$ cat config.mk
export PLATFORM = sky130hd
export DESIGN_NAME = spi_m_top
export DESIGN_NICKNAME = d
export VERILOG_FILES = /design/src/rtl/spi_m_pkg.sv /design/src/rtl/spi_m_datapath.sv /design/src/rtl/spi_m_control.sv /design/src/rtl/spi_m_top.sv
export SDC_FILE = /design/constraint.sdc
export NUM_CORES = 1
export LEC_CHECK = 0
export BUFFER_PORTS_ARGS = -buffer_cell sky130_fd_sc_hd__buf_4
export CORE_UTILIZATION = 46
export CTS_BUF_LIST = sky130_fd_sc_hd__clkbuf_4 sky130_fd_sc_hd__clkbuf_8 sky130_fd_sc_hd__clkbuf_16
export CTS_CLUSTER_DIAMETER = 60
export DETAILED_ROUTE_END_ITERATION = 10
export PLACE_DENSITY_LB_ADDON = 0.2
export SYNTH_ARGS = -nofsm -noshare
export SYNTH_HDL_FRONTEND = slang
export SYNTH_SLANG_ARGS = --single-unit
$ cat constraint.sdc
create_clock -name clk -period 4 [get_ports clk]
set_clock_uncertainty 0.05 [all_clocks]
set_input_delay 0.4 -clock clk [delete_from_list [all_inputs] [get_ports clk]]
set_output_delay 0.4 -clock clk [all_outputs]
set_load 0.01 [all_outputs]
$ cat src/rtl/spi_m_pkg.sv
`timescale 1ns/1ps
package spi_m_pkg;
  parameter int DATA_W = 32;
  parameter int LEN_W  = 4;
  parameter int PM_W   = 4;
  parameter int ADDR_W = 3;
  localparam int HALF_W = PM_W + 6;
  localparam int WLEN_W = $clog2(DATA_W) + 1;
  localparam int EDGE_W = WLEN_W + 1;

  localparam logic [ADDR_W-1:0] ADDR_MODE  = 3'd0;
  localparam logic [ADDR_W-1:0] ADDR_EVENT = 3'd1;
  localparam logic [ADDR_W-1:0] ADDR_MASK  = 3'd2;
  localparam logic [ADDR_W-1:0] ADDR_TX    = 3'd3;
  localparam logic [ADDR_W-1:0] ADDR_RX    = 3'd4;
  localparam logic [ADDR_W-1:0] ADDR_SEL   = 3'd5;
  localparam logic [ADDR_W-1:0] ADDR_CAP   = 3'd6;

  localparam int EV_NF = 0;
  localparam int EV_NE = 1;

  typedef struct packed {
    logic [PM_W-1:0]  pm;
    logic             div16;
    logic [LEN_W-1:0] lenF;
    logic             loopBack;
    logic             msbFirst;
    logic             cpol;
    logic             cpha;
    logic             en;
  } spiMode_t;

  typedef struct packed {
    logic load;
    logic drive;
    logic sample;
    logic done;
    logic abort;
  } spiStrobe_t;

  function automatic logic [DATA_W-1:0] modeToWord(spiMode_t m);
    logic [DATA_W-1:0] w;
    w = '0;
    w[0] = m.en;
    w[1] = m.cpha;
    w[2] = m.cpol;
    w[3] = m.msbFirst;
    w[4] = m.loopBack;
    w[8 +: LEN_W] = m.lenF;
    w[12] = m.div16;
    w[16 +: PM_W] = m.pm;
    return w;
  endfunction

  function automatic spiMode_t wordToMode(logic [DATA_W-1:0] w);
    spiMode_t m;
    m.en       = w[0];
    m.cpha     = w[1];
    m.cpol     = w[2];
    m.msbFirst = w[3];
    m.loopBack = w[4];
    m.lenF     = w[8 +: LEN_W];
    m.div16    = w[12];
    m.pm       = w[16 +: PM_W];
    return m;
  endfunction
endpackage

$ cat src/rtl/spi_m_datapath.sv
`timescale 1ns/1ps
module spi_m_datapath
  import spi_m_pkg::*;
(
  input  logic              clk,
  input  logic              rstN,
  input  spiStrobe_t        stb,
  input  logic [DATA_W-1:0] txWord,
  input  logic              msbFirst,
  input  logic              loopBack,
  input  logic              fullWord,
  input  logic              misoIn,
  output logic              mosiOut,
  output logic [DATA_W-1:0] rxWord
);
  localparam int HALF = DATA_W / 2;

  logic [DATA_W-1:0] shiftQ, rxShiftQ, rxAfter, rxJust, srcWord;
  logic inBit;

  function automatic logic headBit(logic [DATA_W-1:0] w, logic m);
    return m ? w[DATA_W-1] : w[0];
  endfunction

  function automatic logic [DATA_W-1:0] advance(logic [DATA_W-1:0] w, logic m);
    return m ? {w[DATA_W-2:0], 1'b0} : {1'b0, w[DATA_W-1:1]};
  endfunction

  assign inBit   = loopBack ? mosiOut : misoIn;
  assign srcWord = stb.load ? txWord : shiftQ;

  always_comb begin
    rxAfter = rxShiftQ;
    if (stb.sample)
      rxAfter = msbFirst ? {rxShiftQ[DATA_W-2:0], inBit} : {inBit, rxShiftQ[DATA_W-1:1]};
    if (fullWord)
      rxJust = rxAfter;
    else
      rxJust = msbFirst ? (rxAfter << HALF) : (rxAfter >> HALF);
  end

  always_ff @(posedge clk) begin
    if (!rstN) begin
      shiftQ   <= '0;
      rxShiftQ <= '0;
      mosiOut  <= 1'b0;
      rxWord   <= '0;
    end else if (stb.abort) begin
      shiftQ   <= '0;
      rxShiftQ <= '0;
    end else begin
      if (stb.drive) begin
        mosiOut <= headBit(srcWord, msbFirst);
        shiftQ  <= advance(srcWord, msbFirst);
      end else if (stb.load) begin
        shiftQ <= txWord;
      end
      if (stb.load)
        rxShiftQ <= '0;
      else if (stb.sample)
        rxShiftQ <= rxAfter;
      if (stb.done)
        rxWord <= rxJust;
    end
  end
endmodule

$ cat src/rtl/spi_m_control.sv
`timescale 1ns/1ps
module spi_m_control
  import spi_m_pkg::*;
#(
  parameter int NSEL = 4
)(
  input  logic              clk,
  input  logic              rstN,
  input  logic              regWrEn,
  input  logic [ADDR_W-1:0] regAddr,
  input  logic [DATA_W-1:0] regWrData,
  input  logic [DATA_W-1:0] rxWord,
  output logic [DATA_W-1:0] regRdData,
  output spiStrobe_t        stb,
  output spiMode_t          modeCfg,
  output logic [DATA_W-1:0] txWord,
  output logic              fullWord,
  output logic              sckOut,
  output logic              irqOut,
  output logic [NSEL-1:0]   selOut
);
  localparam logic [DATA_W-1:0] CAP_WORD =
    {8'd0, 8'(NSEL), 7'd0, 1'b1, 3'd0, 5'(DATA_W - 1)};

  spiMode_t          modeQ;
  logic [1:0]        evtQ, evtN, maskQ;
  logic [NSEL-1:0]   selQ;
  logic [DATA_W-1:0] txQ;
  logic              txFullQ, busyQ, sckQ;
  logic [EDGE_W-1:0] edgeQ, lastIdx;
  logic [HALF_W-1:0] prescQ, halfLen, halfM1;
  logic [WLEN_W-1:0] wordLen;
  logic wrModeS, wrEvtS, wrMaskS, wrTxS, wrSelS;
  logic loadS, tickS, lastS, leadS, nfSet;

  assign wrModeS = regWrEn && regAddr == ADDR_MODE;
  assign wrEvtS  = regWrEn && regAddr == ADDR_EVENT;
  assign wrMaskS = regWrEn && regAddr == ADDR_MASK;
  assign wrSelS  = regWrEn && regAddr == ADDR_SEL;
  assign wrTxS   = regWrEn && regAddr == ADDR_TX && modeQ.en;

  assign wordLen = (modeQ.lenF == '0) ? WLEN_W'(DATA_W) : WLEN_W'(modeQ.lenF) + 1'b1;
  assign lastIdx = {wordLen, 1'b0} - 1'b1;
  assign halfLen = (HALF_W'(modeQ.pm) + 1'b1) << (modeQ.div16 ? 5 : 1);
  assign halfM1  = halfLen - 1'b1;

  assign loadS = modeQ.en && txFullQ && !busyQ;
  assign tickS = modeQ.en && busyQ && prescQ == halfM1;
  assign lastS = edgeQ == lastIdx;
  assign leadS = !edgeQ[0];
  assign nfSet = loadS || (!modeQ.en && txFullQ);

  always_comb begin
    stb.load   = loadS;
    stb.drive  = (loadS && !modeQ.cpha) ||
                 (tickS && (modeQ.cpha ? leadS : (!leadS && !lastS)));
    stb.sample = tickS && (modeQ.cpha ? !leadS : leadS);
    stb.done   = tickS && lastS;
    stb.abort  = !modeQ.en;
  end

  always_comb begin
    evtN = evtQ;
    if (wrEvtS) evtN = evtN & ~regWrData[1:0];
    if (nfSet)  evtN[EV_NF] = 1'b1;
    if (wrTxS)  evtN[EV_NF] = 1'b0;
    if (stb.done) evtN[EV_NE] = 1'b1;
  end

  always_comb begin
    case (regAddr)
      ADDR_MODE:  regRdData = modeToWord(modeQ);
      ADDR_EVENT: regRdData = {30'd0, evtQ};
      ADDR_MASK:  regRdData = {30'd0, maskQ};
      ADDR_RX:    regRdData = rxWord;
      ADDR_SEL:   regRdData = DATA_W'(selQ);
      ADDR_CAP:   regRdData = CAP_WORD;
      default:    regRdData = '0;
    endcase
  end

  always_ff @(posedge clk) begin
    if (!rstN) begin
      modeQ <= '0; evtQ <= 2'b01; maskQ <= '0; selQ <= '1; txQ <= '0;
      txFullQ <= 1'b0; busyQ <= 1'b0; sckQ <= 1'b0;
      edgeQ <= '0; prescQ <= '0;
    end else begin
      evtQ <= evtN;
      if (wrMaskS) maskQ <= regWrData[1:0];
      if (wrSelS)  selQ  <= regWrData[NSEL-1:0];
      if (wrModeS) begin
        if (modeQ.en) modeQ.en <= regWrData[0];
        else          modeQ    <= wordToMode(regWrData);
      end
      if (!modeQ.en) begin
        txFullQ <= 1'b0; busyQ <= 1'b0; sckQ <= modeQ.cpol;
        edgeQ <= '0; prescQ <= '0;
      end else begin
        if (loadS) begin
          txFullQ <= 1'b0; busyQ <= 1'b1; sckQ <= modeQ.cpol;
          edgeQ <= '0; prescQ <= '0;
        end else if (busyQ) begin
          prescQ <= tickS ? '0 : prescQ + 1'b1;
          if (tickS) begin
            sckQ  <= ~sckQ;
            edgeQ <= edgeQ + 1'b1;
            if (lastS) busyQ <= 1'b0;
          end
        end
        if (wrTxS) begin
          txQ <= regWrData;
          txFullQ <= 1'b1;
        end
      end
    end
  end

  assign modeCfg  = modeQ;
  assign txWord   = txQ;
  assign fullWord = modeQ.lenF == '0;
  assign sckOut   = sckQ;
  assign irqOut   = |(evtQ & maskQ);
  assign selOut   = selQ;
endmodule

$ cat src/rtl/spi_m_top.sv
`timescale 1ns/1ps
module spi_m_top
  import spi_m_pkg::*;
#(
  parameter int NSEL = 4
)(
  input  logic              clk,
  input  logic              rstN,
  input  logic              regWrEn,
  input  logic [ADDR_W-1:0] regAddr,
  input  logic [DATA_W-1:0] regWrData,
  output logic [DATA_W-1:0] regRdData,
  output logic              irqOut,
  output logic              sckOut,
  output logic              mosiOut,
  input  logic              misoIn,
  output logic [NSEL-1:0]   selOut
);
  spiStrobe_t        stb;
  spiMode_t          modeCfg;
  logic [DATA_W-1:0] txWord, rxWord;
  logic              fullWord;

  spi_m_control #(.NSEL(NSEL)) u_ctrl (
    .clk(clk), .rstN(rstN), .regWrEn(regWrEn), .regAddr(regAddr),
    .regWrData(regWrData), .rxWord(rxWord), .regRdData(regRdData),
    .stb(stb), .modeCfg(modeCfg), .txWord(txWord), .fullWord(fullWord),
    .sckOut(sckOut), .irqOut(irqOut), .selOut(selOut)
  );

  spi_m_datapath u_dp (
    .clk(clk), .rstN(rstN), .stb(stb), .txWord(txWord),
    .msbFirst(modeCfg.msbFirst), .loopBack(modeCfg.loopBack),
    .fullWord(fullWord), .misoIn(misoIn), .mosiOut(mosiOut), .rxWord(rxWord)
  );
endmodule

==> results of run 1 <==
flip-flops by register name (all words and copies together), names as in the netlist:
register	flops
u_ctrl.busyQ	1
u_ctrl.edgeQ	7
u_ctrl.evtQ	2
u_ctrl.maskQ	2
u_ctrl.modeCfg	14
u_ctrl.prescQ	10
u_ctrl.sckOut	1
u_ctrl.selOut	4
u_ctrl.txFullQ	1
u_ctrl.txWord	32
u_dp.mosiOut	1
u_dp.rxShiftQ	32
u_dp.rxWord	32
u_dp.shiftQ	32
worst paths after layout:
kind | to | slack [ns] | depth (start not counted)
worst max-delay path | u_dp.rxWord[15] | 0.36 | 10
worst max register to register | u_dp.rxWord[15] | 0.36 | 10
worst min register to register | u_ctrl.txWord[26] | 0.40 | 2
worst min-delay path | u_ctrl.selOut[3] | 0.15 | 3
final cells by class:
class	instances	area, um^2	area share
clock buffers	17	425	0.0391
clock inverters	15	174	0.0160
flip-flops and latches	171	3430	0.315
inverters	41	154	0.0142
multi-input cells	938	5570	0.512
well taps	270	338	0.0311
repair buffers	100	788	0.0725
cells in the mapped netlist, types with 2 or more instances:
cell        n
a21oi_1    99
a22oi_1     3
a31oi_1    35
and2_1     21
and3_1     31
buf_1       6
buf_2      10
buf_6       3
clkbuf_1   80
dfxtp_1   171
ha_1        7
inv_1      40
mux2_2     62
mux2i_1    50
nand2_1   221
nand2b_1    9
nand3_1    21
nand3b_1    5
nand4_1     7
nor2_1    102
nor2b_1     5
nor3_1      7
nor4_1     37
o2111a_1    2
o211ai_1    3
o21a_1      5
o21ai_0   130
o221ai_1    2
o22ai_1     3
or2_2       3
or3_1       3
xnor2_1    26
xor2_1     10
xor2_2      2
layer usage:
layer / wire [um] / GRT usage / vias up
li1: - / - / 4363
met1: 12900 / 0.370 / 4189
met2: 12000 / 0.403 / 278
met3: 1530 / 0.0429 / 29
met4: 393 / 0.0732 / 0
met5: 0 / 0 / -
power by group through the flow:
stage | clock, mW | combinational (mW) | sequential [mW]
final | 1.70 | 0.222 | 1.72
after global routing | 1.79 | 0.238 | 1.72
after CTS | 1.71 | 0.218 | 1.72
after detailed placement | 0 | 0.217 | 1.76
after global placement | 0 | 0.217 | 1.76
after floorplan | 0 | 0.129 | 1.75
cell families (layout without fill, tap and decap cells):
logic type / Yosys count / in the layout / synth area share
multiplexers: 113 / 113 / 0.127
adder cells (fa/ha/maj): 7 / 7 / 0.00920
buffers and inverters: 141 / 173 / 0.0597
AO/OA/AOI/OAI: 300 / 300 / 0.178
XOR/XNOR: 38 / 38 / 0.0365
AND/OR/NAND/NOR: 480 / 480 / 0.230
flip-flops: 171 / 171 / 0.360
worst max-delay path, stage by stage, from the launching register on:
cell and delay [ns]:
dfxtp_1 0.57, ha_1 0.45, xor2_2 0.30, nor2_2 0.09, or4b_1 0.49, a31oi_2 0.28, o2111ai_4 0.16, buf_4 0.30
nor3_1 0.54, o211ai_1 0.14, a31oi_1 0.18
==> run metrics, run 1 <==
outcome finished clean; PwrDens ~330 nW/um^2; non-filler cells, final roughly 1.6k; placed cells roughly 1.5k; fmax 0.275 GHz; DR pass1 iterations 5; Mapped Cells between 1k and 1.5k; 1st-iter DRT viols roughly 740; Reg power frac 0.472; post-synthesis async set-or-reset flop share 0; Tmin final 3.64 ns; Min Hold Slack roughly 0.15 ns; CTS tree yes; Resize count post-CTS 0; actual slew at the worst max-slew pin ~1.1 ns; Port-buffer cells slightly below 80; initial core utilization 0.471; syn nets 1296; Util after Layout 0.537; commonest cells after routing, fill and taps aside nand2_1, dfxtp_1, o21ai_0, nor2_1, a21oi_1; commonest non-fill, non-tap cell in the layout nand2_1; final setup TNS 0 ns; largest net degree at the start of global routing 65; initial antenna violation count 0; total power 3.64 mW; Max Buffers Root-to-Sink 2; Netlist cell types 63; wirelength, routed 26900 um; WP data arrival between 3 and 4 ns; Final Slew Violations 0; Avg WL per Cell roughly 17 um; CP Capture Type flip-flop; remaining antenna violation count 0; Core Box Area between 20000 and 25000 um^2; detailed placement HPWL between 15000 and 20000 um; Peak supply drop about 300 uV; Setup WS pre-CTS approximately 0.4 ns; root buffer cell clkbuf_16; post-CTS setup buffer count 0; maxcap violations 0; Final Hold Fails 0; Clk Latency, worst-skew pair approximately 0.44 ns; Final Worst Setup Slack around 0.36 ns; crit path max fanout 35; Synth Area per Inst between 7 and 8 um^2; Synth area leaders dfxtp_1, nand2_1, mux2_2; crit path kind flip-flop to flip-flop; cell taking the most area after synthesis dfxtp_1; start point of the worst hold path regWrData[3]; CTS hold repair buffers 0; DR vias/cell around 5.7; layout cell share with drive strength beyond 1 0.166; top_reg_cell synth dfxtp_1; switching power about 0.96 mW; Top Ports a little under 80; All-Layer GR Usage 0.260; cts bufs inserted 17; Slew headroom 0.296; power share of the combinational group 0.061; data required time of the worst path about 4.3 ns; Nets roughly 1.3k; total number of vias 8859; Cell Rows between 50 and 60; Syn Std Cell Area about 9500 um^2; Diodes inserted 0; Clk pwr share 0.467; EDFF count, synth 0; Setup violations, final 0; reg2reg start u_ctrl.modeCfg[10]; Yosys top cell area share 0.360; H-tree depth 4; Fill cells between 1.5k and 2k; clock slew at reported path FFs around 0.070 ns; Sw Ratio 0.263; unrepaired setup endpoints after global routing false; internal power approximately 2.7 mW; crit start category flip-flop; DIE AREA 21300 um^2; Placer Congestion 0.903; crit path from u_ctrl.modeCfg[10]; Leak between 4 and 5 nW; Seq/Total Area, Yosys 0.360; final instance area between 10000 and 15000 um^2; Area Growth Syn to Fin 14.2%; GR Overflow Total 0; vias in the first global route approximately 8.4k; FF+latch count, synth 171; count of yosys warnings during synthesis 0; die width approximately 150 um; worst hold-check path type input pin to flip-flop; CTS Sinks around 170; final period utilization 0.909; Placed Area about 10000 um^2; Die Y about 150 um; number of remaining DRC errors 0; first-pass GRT wire length ~45000 um
No activity file was read; power rests on OpenSTA's default activity.
==> run 2, diff against run 1 <==
--- a/config.mk
+++ b/config.mk
@@ -5,8 +5,11 @@
 export SDC_FILE = /design/constraint.sdc
 export NUM_CORES = 1
 export LEC_CHECK = 0
+export ABC_AREA = 1
 export BUFFER_PORTS_ARGS = -buffer_cell sky130_fd_sc_hd__buf_4
-export CORE_UTILIZATION = 46
+export CELL_PAD_IN_SITES_DETAIL_PLACEMENT = 0
+export CELL_PAD_IN_SITES_GLOBAL_PLACEMENT = 2
+export CORE_UTILIZATION = 33
 export CTS_BUF_LIST = sky130_fd_sc_hd__clkbuf_4 sky130_fd_sc_hd__clkbuf_8 sky130_fd_sc_hd__clkbuf_16
 export CTS_CLUSTER_DIAMETER = 60
 export DETAILED_ROUTE_END_ITERATION = 10
==> run metrics, run 2 <==
root buffer cell clkbuf_16; number of remaining DRC errors 0 (unchanged); crit path max fanout 34 (-2.9%); crit path kind flip-flop to flip-flop; Clk Latency, worst-skew pair 0.43 ns (about the same); layout cell share with drive strength beyond 1 0.107 (-0.0586); Avg WL per Cell 15.7 um (-9.2%); CTS Sinks 171 (unchanged); post-CTS setup buffer count 0 (unchanged); Seq/Total Area, Yosys 0.365 (+0.00566); CP max stage cell ha_1; Netlist cell types 41 (-35%); clock slew at reported path FFs 0.08 ns (about the same); Area Growth Syn to Fin 15.2%; 1st-iter DRT viols 413 (-44%); most used cell, CP nor2_1; Cell Rows 61 (+17%); remaining antenna violation count 0 (unchanged); syn nets 1505 (+16%); Die Y 171 um (+17%); final period utilization 0.839 (-0.0706); Resize count post-CTS 0 (unchanged); top-count cell post-synth nand2_1; Util after Layout 0.388 (-0.150); worst path cell trace ha_1 > nand2_1 > ha_1 > a21oi_1 > nand2_1 > nor2_1 > nand2_1 > nor2_1 > nand3_1 > nor2_4 > nand2_4 > clkinv_4 > nand3_4 > and2_1 > buf_4 > nor2_1 > nor2_1; commonest non-fill, non-tap cell in the layout nand2_1; vias in the first global route 8636 (+2.8%); crit start category flip-flop; PwrDens 337 nW/um^2 (+0.84%); DIE AREA 29100 um^2 (+37%); Peak supply drop 269 uV (-9.5%); worst hold-check path type input pin to flip-flop; FF+latch count, synth 171 (unchanged); wirelength, routed 29700 um (+10%); largest family of logic cells by synthesized area simple AND/OR/NAND/NOR gates; Setup violations, final 0 (unchanged); actual slew at the worst max-slew pin 1.10 ns (+0.0453 ns); CTS hold repair buffers 0 (unchanged); outcome finished clean; CP Capture Type flip-flop; EDFF count, synth 0 (unchanged); largest net degree at the start of global routing 57 (-12%); die width 171 um (+17%); unrepaired setup endpoints after global routing false; Commonest cells post-synth nand2_1, nor2_1, inv_1; H-tree depth 4 (unchanged); crit-path max cell delay 0.38 ns (-0.19 ns); Min Hold Slack 0.158 ns (+0.0100 ns); Synth area leaders dfxtp_1, nand2_1, nand3_1; cts bufs inserted 17 (unchanged); Placer Congestion 0.833 (-7.8%); WP data arrival 3.64 ns (-0.31 ns); DR vias/cell 4.83 (-15%); Synth Area per Inst 6.42 um^2 (-16%); Max Buffers Root-to-Sink 2 (unchanged); Yosys top cell area share 0.365 (+0.00566); Core Box Area 27900 um^2 (+38%); DR pass1 iterations 5 (unchanged); initial core utilization 0.336 (-0.134); All-Layer GR Usage 0.212 (-0.0475); Leak 4.60 nW (+13%); multiplexer share of the synthesized area 0.0224 (-0.105); first-pass GRT wire length 47700 um (+6.9%); Final Hold Fails 0 (unchanged); detailed placement HPWL 19800 um (+14%); Synth Area in Adders 0.00934 (+0.000145); initial antenna violation count 0 (unchanged); commonest cells after routing, fill and taps aside nand2_1, nor2_1, inv_1, dfxtp_1, nand3_1; final setup TNS 0 ns (unchanged); Syn Std Cell Area 9370 um^2 (-1.6%); Diodes inserted 0 (unchanged); cell taking the most area after synthesis dfxtp_1; data required time of the worst path 4.28 ns (-0.03 ns); fmax 0.298 GHz (+8.4%); maxcap violations 0 (unchanged); total number of vias 9108 (+2.8%); Final Slew Violations 0 (unchanged); Mapped Cells 1459 (+17%); CTS tree yes; count of yosys warnings during synthesis 0 (unchanged); Synth Area in Compound Gates 0.120 (-0.0578); flop2flop setup slack 0.65 ns (+0.28 ns); XOR/XNOR share of the synthesized area 0.0164 (-0.0201); Tmin final 3.35 ns (-0.283 ns); Top Ports 78 (unchanged); Port-buffer cells 77 (unchanged); GR Overflow Total 0 (unchanged); top_reg_cell synth dfxtp_1; Slew headroom 0.268 (-0.0284); post-synthesis async set-or-reset flop share 0 (unchanged); Simple-Gate Fraction of Synth Area 0.345 (+0.115); Nets 1541 (+17%)
run 2: changes by cell type after synthesis, sizes merged, moves of 37 or more:
cell and delta:
nand2 +52, nor2 +124, a21oi -40, nand3 +152, nor4 -37, inv +161, mux2 -63
run 2: cells by family after synthesis:
logic type | after synthesis
mux | 21
xor+xnor | 16
compound gates | 212
flops | 171
buf+inv | 288
fa+ha+maj | 7
simple gates | 744
run 2: layout make-up:
cell class              count  area, um^2
clock buffers              17         425
fillers                  3142       17100
well taps                 378         473
repair buffers             97         728
flip-flops and latches    171        3420
clock inverters            14         135
inverters                 208         788
multi-input cells        1000        4820
run 2: power breakdown:
part / switching [mW] / total, mW / internal [mW]
combinational: 0.181 / 0.266 / 0.0846
sequential: 0.0129 / 1.72 / 1.71
clock: 0.782 / 1.65 / 0.872
run 2: final timing paths:
kind / end / cells after the start / from
worst min-delay path: u_ctrl.selOut[3] / 3 / regWrData[3]
worst max-delay path: u_dp.shiftQ[4] / 17 / u_ctrl.modeCfg[10]
worst min register to register: u_ctrl.edgeQ[5] / 2 / u_ctrl.edgeQ[5]
worst max register to register: u_dp.shiftQ[4] / 17 / u_ctrl.modeCfg[10]
run 2: stage by stage:
step	instances	power (mW)	area (um^2)	setup slack (ns)
finish	1885	3.64	10800	0.646
global route	1885	3.77	10800	0.329
CTS	1885	3.70	10800	0.635
detailed placement	1854	2.03	10200	0.654
global placement	1854	2.03	10200	0.690
floorplan	1459	1.91	9370	1.31
run 2: critical path, delay by kind of cell, from the launching register on:
kind                       cells  cell delay (ns)
AOI/OAI and AO/OA              1             0.18
adders and majority gates      2             0.67
buffers and inverters          2             0.36
DFF                            1             0.37
and+or+nand+nor               12             1.60
run 2: routing by layer:
layer  up-vias  GRT usage  part of all wire
li1       4746          -                 -
met1      4196      0.280              0.49
met2       147      0.366              0.47
met3        19     0.0280             0.031
met4         0     0.0474            0.0090
met5         -          0                 0
==> run 3, diff against run 2 <==
==> constraint.sdc (replaced) <==
create_clock -name clk -period 3.37 [get_ports clk]
set_clock_uncertainty 0.05 [all_clocks]
set_input_delay 0.337 -clock clk [delete_from_list [all_inputs] [get_ports clk]]
set_output_delay 0.337 -clock clk [all_outputs]
set_load 0.01 [all_outputs]
==> run metrics, run 3 (synthesized netlist as in run 2, its figures left out) <==
layout cell share with drive strength beyond 1 0.114 (+0.00647); outcome finished clean; commonest non-fill, non-tap cell in the layout nand2_1; reg2reg path depth 18 (+1); first-pass GRT wire length 47700 um (+0.12%); total power 4.50 mW (+24%); DR pass1 iterations 5 (unchanged); crit path max fanout 24 (-29%); CP max stage cell ha_1; CP Capture Type flip-flop; Cell Rows 61 (unchanged); reg2reg start u_ctrl.modeCfg[11]; hold path cells 3 (unchanged); data required time of the worst path 3.64 ns (-0.64 ns); Peak supply drop 344 uV (+28%); crit start category flip-flop; largest net degree at the start of global routing 57 (unchanged); crit path kind flip-flop to flip-flop; CTS hold repair buffers 0 (unchanged); CTS tree yes; FF-to-FF End u_dp.rxWord[8]; worst path cell trace ha_1 > nand2_1 > ha_1 > a21oi_1 > nand2_1 > nor2_1 > nand2_1 > nor2_1 > nand3_1 > nor2_4 > nand2_4 > clkinv_4 > nand3_2 > inv_2 > buf_12 > nand3_1 > nand2_1 > inv_1; All-Layer GR Usage 0.213 (+0.00103); Port-buffer cells 77 (unchanged); Nets 1551 (+0.65%); Die Y 171 um (unchanged); total number of vias 9193 (+0.93%); commonest cells after routing, fill and taps aside nand2_1, nor2_1, inv_1, dfxtp_1, nand3_1; Final Hold Fails 0 (unchanged); initial core utilization 0.336 (unchanged); wirelength, routed 30100 um (+1.6%); Min Hold Slack 0.0954 ns (-0.0625 ns); post-CTS setup buffer count 0 (unchanged); remaining antenna violation count 0 (unchanged); 1st-iter DRT viols 582 (+41%); Tmin final 3.01 ns (-0.340 ns); WP data arrival 3.29 ns (-0.35 ns); cts bufs inserted 17 (unchanged); Final Slew Violations 0 (unchanged); Slew headroom 0.371 (+0.103); hold-critical path endpoint u_ctrl.selOut[3]; vias in the first global route 8732 (+1.1%); number of remaining DRC errors 0 (unchanged); CTS Sinks 171 (unchanged); maxcap violations 0 (unchanged); Max Buffers Root-to-Sink 2 (unchanged); Resize count post-CTS 0 (unchanged); clock slew at reported path FFs 0.07 ns (about the same); PwrDens 410 nW/um^2 (+22%); GR Overflow Total 0 (unchanged); Top Ports 78 (unchanged); Diodes inserted 0 (unchanged); most used cell, CP nand2_1; final period utilization 0.894 (+0.0558); start point of the worst hold path regWrData[3]; DIE AREA 29100 um^2 (unchanged); Placer Congestion 0.802 (-3.7%); H-tree depth 4 (unchanged); Core Box Area 27900 um^2 (unchanged); unrepaired setup endpoints after global routing false; Clk Latency, worst-skew pair 0.43 ns (about the same); flop2flop setup slack 0.36 ns (-0.29 ns); Avg WL per Cell 15.9 um (+1.0%); DR vias/cell 4.85 (+0.35%); fmax 0.332 GHz (+11%); Setup violations, final 0 (unchanged); detailed placement HPWL 20400 um (+3.0%); root buffer cell clkbuf_16; Leak 4.68 nW (+1.7%); worst hold-check path type input pin to flip-flop; crit-path max cell delay 0.36 ns (-0.02 ns); die width 171 um (unchanged); Area Growth Syn to Fin 17.0%; actual slew at the worst max-slew pin 0.939 ns (-0.158 ns); initial antenna violation count 0 (unchanged); final setup TNS 0 ns (unchanged)
run 3: critical path, delay by kind of cell, from the launching register on:
kind,cells,cell delay (ns)
AND/OR/NAND/NOR,11,1.16
adder cells (fa/ha/maj),2,0.65
buffers and inverters,4,0.55
flip-flops,1,0.34
AO/OA/AOI/OAI,1,0.15
run 3: metrics by stage:
stage | cells | instance area [um^2] | utilization | setup WS, ns
CTS | 1895 | 11000 | 0.393 | 0.214
floorplan | 1459 | 9370 | - | 0.677
finish | 1896 | 11000 | 0.394 | 0.356
global route | 1896 | 11000 | 0.394 | 0.0416
detailed placement | 1863 | 10300 | 0.371 | 0.226
global placement | 1863 | 10300 | 0.371 | 0.283
run 3: layout make-up:
| class | count | area, um^2 |
|---|---|---|
| Fill cell | 3030 | 16900 |
| Timing Repair Buffer | 106 | 825 |
| Sequential cell | 171 | 3420 |
| Clock buffer | 19 | 447 |
| Clock inverter | 13 | 180 |
| Multi-Input combinational cell | 1001 | 4830 |
| Tap cell | 378 | 473 |
| Inverter | 208 | 788 |
run 3: worst max-delay path by stage:
stage / startpoint / endpoint / depth (start not counted)
finish: u_ctrl.modeCfg[11] / u_dp.rxWord[8] / 18
global route: u_ctrl.modeCfg[11] / u_dp.rxWord[8] / 18
CTS: u_ctrl.modeCfg[11] / u_dp.shiftQ[5] / 17
detailed placement: u_ctrl.modeCfg[11] / u_dp.shiftQ[5] / 17
global placement: u_ctrl.modeCfg[11] / u_dp.shiftQ[5] / 17
floorplan: u_ctrl.modeCfg[10] / u_dp.shiftQ[11] / 18
run 3: report_power, final:
part	internal (mW)	switching, mW
combinational	0.104	0.221
sequential	2.03	0.0115
clock	1.22	0.912
run 3: metal layers:
| layer | vias to the layer above | track usage | share of wire | wire, um |
|---|---|---|---|---|
| met2 | 175 | 0.362 | 0.47 | 14200 |
| met5 | - | 0 | 0 | 0 |
| li1 | 4785 | - | - | - |
| met1 | 4212 | 0.279 | 0.48 | 14400 |
| met3 | 21 | 0.0315 | 0.032 | 963 |
| met4 | 0 | 0.0603 | 0.018 | 549 |
